--- src/rtl/pio_cfg_pkg.sv ---
// Package: shared types and default encodings for the port-I/O decoder.
// Assumes a 64-bit internal address with a 3-bit zero-weight low field.
package pio_cfg_pkg;

    // Classification of one request
    typedef enum logic [2:0] {
        PK_NONE     = 3'd0,
        PK_ERROR    = 3'd1,
        PK_CFG_REG  = 3'd2,
        PK_DATA_WIN = 3'd3,
        PK_PLAIN    = 3'd4
    } pio_kind_e;

    localparam logic [63:0] DEF_IO_SPACE_CODE = 64'd2;
    localparam logic [63:0] DEF_IO_PREFIX     = 64'h8000_0000_0000_0000;
    localparam logic [63:0] DEF_CFG_PREFIX    = 64'hC000_0000_0000_0000;
    localparam int unsigned DEF_CFG_SLOT      = 32'h40;
    localparam logic [15:0] CFG_ADDR_PORT     = 16'h0CF8;
    localparam logic [15:0] CFG_DATA_BASE     = 16'h0CFC;

endpackage

--- src/rtl/pio_space_decode.sv ---
// Module: pio_space_decode
// Splits the request address into space code and port, and classifies it.
// Assumes the port field sits directly above a 3-bit low field.
module pio_space_decode
    import pio_cfg_pkg::*;
#(
    parameter int unsigned VA_W          = 64,
    parameter int unsigned PORT_FIELD_W  = 32,
    parameter logic [63:0] IO_SPACE_CODE = DEF_IO_SPACE_CODE
) (
    input  logic            req_valid,
    input  logic [3:0]      req_size,
    input  logic [VA_W-1:0] req_vaddr,
    output pio_kind_e       kind,
    output logic [15:0]     port
);
    localparam int unsigned PFX_LO = 3 + PORT_FIELD_W;
    localparam int unsigned PFX_W  = VA_W - PFX_LO;
    localparam logic [PFX_W-1:0] IO_CODE = IO_SPACE_CODE[PFX_W-1:0];

    logic [PFX_W-1:0]        space_code;
    logic [PORT_FIELD_W-1:0] port_field;
    logic                    port_fits;

    // Field extraction
    assign space_code = req_vaddr[VA_W-1:PFX_LO];
    assign port_field = req_vaddr[PFX_LO-1:3];
    assign port       = port_field[15:0];

    // Port must fit in 16 bits
    generate
        if (PORT_FIELD_W > 16) begin : g_range
            assign port_fits = (port_field[PORT_FIELD_W-1:16] == '0);
        end else begin : g_narrow
            assign port_fits = 1'b1;
        end
    endgenerate

    // Classification
    always_comb begin
        if (!req_valid) begin
            kind = PK_NONE;
        end else if (space_code != IO_CODE || !port_fits) begin
            kind = PK_ERROR;
        end else if (port == CFG_ADDR_PORT && req_size == 4'd4) begin
            kind = PK_CFG_REG;
        end else if (port[15:2] == CFG_DATA_BASE[15:2]) begin
            kind = PK_DATA_WIN;
        end else begin
            kind = PK_PLAIN;
        end
    end

endmodule

--- src/rtl/pio_cfg_latch.sv ---
// Module: pio_cfg_latch
// Holds the 32-bit configuration-address register.
// Assumes commit is already qualified; reset is synchronous, active low.
module pio_cfg_latch #(
    parameter int unsigned REG_W = 32
) (
    input  logic             clk,
    input  logic             rst_n,
    input  logic             commit,
    input  logic [REG_W-1:0] wdata,
    output logic [REG_W-1:0] cfg_q
);
    // Register load or clear
    always_ff @(posedge clk) begin
        if (!rst_n) begin
            cfg_q <= '0;
        end else if (commit) begin
            cfg_q <= wdata;
        end
    end

endmodule

--- src/rtl/pio_addr_compose.sv ---
// Module: pio_addr_compose
// Builds the physical address and the flags from the classification.
// Assumes bit 31 of the register is the enable and bits 30:2 are the offset.
module pio_addr_compose
    import pio_cfg_pkg::*;
#(
    parameter int unsigned PA_W       = 64,
    parameter logic [63:0] IO_PREFIX  = DEF_IO_PREFIX,
    parameter logic [63:0] CFG_PREFIX = DEF_CFG_PREFIX,
    parameter int unsigned CFG_SLOT   = DEF_CFG_SLOT
) (
    input  pio_kind_e       kind,
    input  logic [15:0]     port,
    input  logic [31:0]     cfg_q,
    output logic [PA_W-1:0] paddr,
    output logic            uncacheable,
    output logic            int_reg,
    output logic            error
);
    localparam logic [PA_W-1:0] IO_PFX   = IO_PREFIX[PA_W-1:0];
    localparam logic [PA_W-1:0] CFG_PFX  = CFG_PREFIX[PA_W-1:0];
    localparam logic [PA_W-1:0] REG_ADDR = PA_W'(CFG_SLOT) << 3;

    logic [PA_W-1:0] io_addr;
    logic [PA_W-1:0] cfg_addr;

    // Candidate addresses
    assign io_addr  = IO_PFX | PA_W'(port);
    assign cfg_addr = CFG_PFX | PA_W'({1'b0, cfg_q[30:2], port[1:0]});

    // Output selection
    always_comb begin
        paddr       = '0;
        uncacheable = 1'b0;
        int_reg     = 1'b0;
        error       = 1'b0;
        case (kind)
            PK_ERROR:    error = 1'b1;
            PK_CFG_REG: begin
                int_reg = 1'b1;
                paddr   = REG_ADDR;
            end
            PK_DATA_WIN: begin
                uncacheable = 1'b1;
                paddr       = cfg_q[31] ? cfg_addr : io_addr;
            end
            PK_PLAIN: begin
                uncacheable = 1'b1;
                paddr       = io_addr;
            end
            default: ;
        endcase
    end

endmodule

--- src/rtl/pio_cfg_decoder.sv ---
// Module: pio_cfg_decoder (top)
// Decodes port-I/O requests and keeps the configuration-address register.
// Assumes one request per cycle; outputs are combinational in the request.
module pio_cfg_decoder
    import pio_cfg_pkg::*;
#(
    parameter int unsigned VA_W          = 64,
    parameter int unsigned PA_W          = 64,
    parameter int unsigned PORT_FIELD_W  = 32,
    parameter logic [63:0] IO_SPACE_CODE = DEF_IO_SPACE_CODE,
    parameter logic [63:0] IO_PREFIX     = DEF_IO_PREFIX,
    parameter logic [63:0] CFG_PREFIX    = DEF_CFG_PREFIX,
    parameter int unsigned CFG_SLOT      = DEF_CFG_SLOT
) (
    input  logic            clk,
    input  logic            rst_n,
    input  logic            req_valid,
    input  logic            req_write,
    input  logic [3:0]      req_size,
    input  logic [VA_W-1:0] req_vaddr,
    input  logic [31:0]     req_wdata,
    output logic [PA_W-1:0] rsp_paddr,
    output logic            rsp_uncacheable,
    output logic            rsp_int_reg,
    output logic            rsp_error
);
    pio_kind_e   kind;
    logic [15:0] port;
    logic [31:0] cfg_q;
    logic        cfg_commit;

    pio_space_decode #(
        .VA_W(VA_W), .PORT_FIELD_W(PORT_FIELD_W), .IO_SPACE_CODE(IO_SPACE_CODE)
    ) u_decode (
        .req_valid(req_valid), .req_size(req_size), .req_vaddr(req_vaddr),
        .kind(kind), .port(port)
    );

    // Write qualification for the register
    assign cfg_commit = req_write && (kind == PK_CFG_REG);

    pio_cfg_latch #(.REG_W(32)) u_latch (
        .clk(clk), .rst_n(rst_n), .commit(cfg_commit),
        .wdata(req_wdata), .cfg_q(cfg_q)
    );

    pio_addr_compose #(
        .PA_W(PA_W), .IO_PREFIX(IO_PREFIX), .CFG_PREFIX(CFG_PREFIX), .CFG_SLOT(CFG_SLOT)
    ) u_compose (
        .kind(kind), .port(port), .cfg_q(cfg_q),
        .paddr(rsp_paddr), .uncacheable(rsp_uncacheable),
        .int_reg(rsp_int_reg), .error(rsp_error)
    );

endmodule

--- config.mk ---
export PLATFORM = sky130hd
export DESIGN_NAME = pio_cfg_decoder
export DESIGN_NICKNAME = d
export VERILOG_FILES = /design/src/rtl/pio_cfg_pkg.sv /design/src/rtl/pio_space_decode.sv /design/src/rtl/pio_cfg_latch.sv /design/src/rtl/pio_addr_compose.sv /design/src/rtl/pio_cfg_decoder.sv
export SDC_FILE = /design/constraint.sdc
export NUM_CORES = 1
export LEC_CHECK = 0
export BUFFER_PORTS_ARGS = -buffer_cell sky130_fd_sc_hd__buf_4
export CORE_MARGIN = 10
export CORE_UTILIZATION = 41
export CTS_CLUSTER_SIZE = 30
export DETAILED_ROUTE_END_ITERATION = 16
export PLACE_DENSITY_LB_ADDON = 0.15
export SLEW_MARGIN = 20
export SYNTH_ARGS = -nofsm -noshare
export SYNTH_HDL_FRONTEND = slang
export SYNTH_SLANG_ARGS = --single-unit
--- constraint.sdc ---
create_clock -name clk -period 6.3 [get_ports clk]
set_input_delay 1.89 -clock clk [delete_from_list [all_inputs] [get_ports clk]]
set_output_delay 1.89 -clock clk [all_outputs]
set_load 0.01 [all_outputs]
==> results by group <==
GRT
  – Total routing resource utilization after global routing: 0.1761
  – Antenna violations before repair: 0
  – Via count of the first global-routing pass: between 2000 and 2500
  – Remaining global-route overflow: 0
  – Global-route wire length before repair: between 10000 and 15000 um
  – Met2 GRT Util: 0.2983
  – Met1 global-route usage: 0.1863
  – Largest net degree at the start of global routing: 31
  – Met3 demand-to-capacity share in global routing: 0.09389
  – Busiest metal layer after global routing: met2

Power and ir drop
  – Power density normalized to cell area: 139.6 nW/um2
  – Total leakage power: approximately 1.3 nW
  – Worst VDD drop: ~0.1 mV

Final layout
  – Fraction of layout instances using a drive strength above 1: 0.4113
  – Antenna fix cells: 0
  – Registers with the highest flip-flop counts: u_latch.cfg_q: 30 flops
  – Max FFs per register: 30
  – Area of combinational cells with multiple inputs: about 1100 um2
  – Area growth, synth to finish: 50.67%
  – Largest register by flop count: u_latch.cfg_q
  – Final #Nets: 475
  – Area taken by flip-flops and latches: ~600 um2
  – Filler instances: roughly 450

Routing
  – Number of detailed-routing iterations run before antenna repair: 4
  – Via count: around 2200
  – Wire length after detailed routing: 7246 um
  – Initial DRC Count: between 100 and 150
  – DRT antenna net count: 0
  – Avg WL per Cell: around 17 um
  – Vias per inst: a little over 5
  – DRC Markers: 0

Synthesis
  – Count leader, synth: buf_4
  – Number of synthesized flops with an enable pin: 0
  – Async set-reset flop share out of synthesis: 0
  – Leading cell types by total area after synthesis: dfxtp_1, buf_4, a21boi_0, nand3_1, o21ai_0
  – Share of the yosys chip area belonging to registers: 0.3059
  – Portion of synthesized cell area occupied by the leading cell type: 0.3059
  – Dominant synthesized flop cell: dfxtp_1
  – Mapped Avg Cell Area: approximately 8 um2
  – Number of register bits inferred by synthesis: 30
  – Post-synthesis cell count: approximately 250
  – Unique cell type count in the Yosys netlist: 29
  – Yosys Warn Count: 0
  – Ranking of synthesized cells by instance count: buf_4, nand3_1, dfxtp_1, o21ai_0, a21boi_0
  – Total standard cell area after synthesis: approximately 2000 um2
  – Most area-hungry cell type in the Yosys netlist: dfxtp_1

Worst setup path
  – Req. time, crit path: 4.41 ns
  – Setup crit end kind: output pin
  – Startpoint of the worst setup timing path: req_vaddr[59]
  – Critical path class: in -> out
  – CP startpoint kind: input port
  – Cell chain of the critical path: buf_4 -> nor4_1 -> nand4_1 -> or4b_4 -> nor2b_4 -> buf_4 -> a22o_1 -> buf_4
  – Critical path data arrival time: slightly above 4 ns
  – Reg2Reg Launch Point: u_latch.cfg_q[7]
  – Most used cell along the critical path: buf_4
  – Critical path's slowest cell: or4b_4
  – Largest driver fanout on the critical path: 18
  – Highest cell delay on the worst timing path: approximately 0.70 ns

Floorplanning
  – Starting utilization of the core area: 0.4184
  – Ports: roughly 170
  – Die Area: roughly 8000 um2
  – Die outline width: roughly 89 um
  – Floorplan row count: 25
  – Core Region: 4692 um2
  – Die Span Y: just under 90 um

Clock tree
  – Root buffer selected by CTS: clkbuf_8
  – Post-CTS repair timing setup buffer count: 0
  – CTS-repair resized insts: 0
  – Clock latency on the worst-skew pair: around 0.26 ns
  – Number of buffers inserted during clock tree synthesis: 5
  – Number of buffers on the longest clock path: 2
  – Post-CTS clock slew at the launch and capture registers of the worst setup and hold paths: ~0.06 ns
  – Hold buffer count at CTS: 0
  – Number of H-tree levels: 2
  – Total number of clock tree sinks: 30
  – CTS tree: done

Timing
  – Unrepaired setup endpoints after global routing: no
  – Final hold violations: 0
  – Worst Max-Slew Pin Slew: slightly above 0.6 ns
  – Post-Route Setup TNS: 0 ns
  – Worst hold slack: about 0.47 ns
  – Tightest slew margin relative to the limit: 0.5860
  – Pins over their slew limit: 0
  – Final period util: 0.9446
  – Worst setup slack after layout: ~0.35 ns
  – Timing-limited maximum frequency: approximately 0.17 GHz
  – Min cycle time layout: approximately 6.0 ns
  – Fin Clk Skew: 0 ns
  – Setup violations, final: 0

Outcome
  – Status: finished clean

Worst hold path
  – Min-delay src: u_latch.cfg_q[26]
  – Worst hold path type: reg -> reg

Flow run
  – Max-cap check violation count: 0

Placement
  – Worst setup slack after placement: just over 0.3 ns
  – Port bufs: 134
  – Detailed Place HPWL: between 5000 and 6000 um
  – Placer's final routability congestion estimate: 0.8073
-- power by group --
group / total, W / leakage, nW / internal (W) / switching, W
logic: 0.0000672 / 1.06 / 0.0000430 / 0.0000242
registers: 0.000190 / 0.241 / 0.000190 / 0
clock network: 0.000156 / 0.0482 / 0.0000880 / 0.0000681
-- final timing paths --
kind / to / slack [ns] / cells past startpoint
worst max-delay path: rsp_paddr[2] / 0.35 / 8
worst min-delay path: u_latch.cfg_q[26] / 0.47 / 2
worst max register to register: u_latch.cfg_q[7] / 5.65 / 2
worst min register to register: u_latch.cfg_q[26] / 0.47 / 2
-- cells in the final DEF (no fill, tap or decap), types with 2 or more instances in the layout --
cell,instances
buf_4,140
nand3_1,31
conb_1,31
o21ai_0,30
dfxtp_1,30
a21boi_0,28
and2_1,15
a22o_1,11
nor4_1,10
nor2_1,6
clkbuf_8,6
inv_1,5
nand4_1,3
a21oi_1,3
nor4b_1,2
nor3_1,2
and3_1,2
a2bb2o_1,2
a21boi_1,2
-- critical path: cells and delay by family --
kind	cells	cell delay [ns]
AOI/OAI and AO/OA	1	0.17
buffers and inverters	3	0.47
and+or+nand+nor	4	1.53
-- layer usage --
metal  share of wire  up-vias
li1                -     1069
met1            0.37     1000
met2            0.49      105
met3            0.13        4
met4          0.0077        0
met5               0        -
-- metrics by stage --
stage          instance area, um2  power (W)  utilization  std cells
2_1_floorplan                2076  0.0002244            -        275
3_3_place_gp                 2854  0.0002598       0.6083        417
3_5_place_dp                 2854  0.0002603       0.6083        417
4_1_cts                      2945  0.0004169       0.6277        425
5_1_grt                      2958  0.0004321       0.6304        426
6_report                     2958  0.0004129       0.6304        426
-- cell type report --
cell class                 instances  area share
inverter                           5    0.006345
timing repair buffer             141      0.3591
sequential                        30      0.2030
clock buffer                       7     0.02919
clock inverter                     1    0.001692
multi-input combinational        188      0.3777
tap                               54     0.02284
-- logic make-up after synthesis --
kind of cell | count (synthesis) | share of synthesized area
AND/OR/NAND/NOR | 81 | 0.2479
flip-flops | 30 | 0.3059
other | 1 | 0.001910
AO/OA/AOI/OAI | 76 | 0.2581
buffers and inverters | 57 | 0.1861
Power figures use the tool's default switching activity.
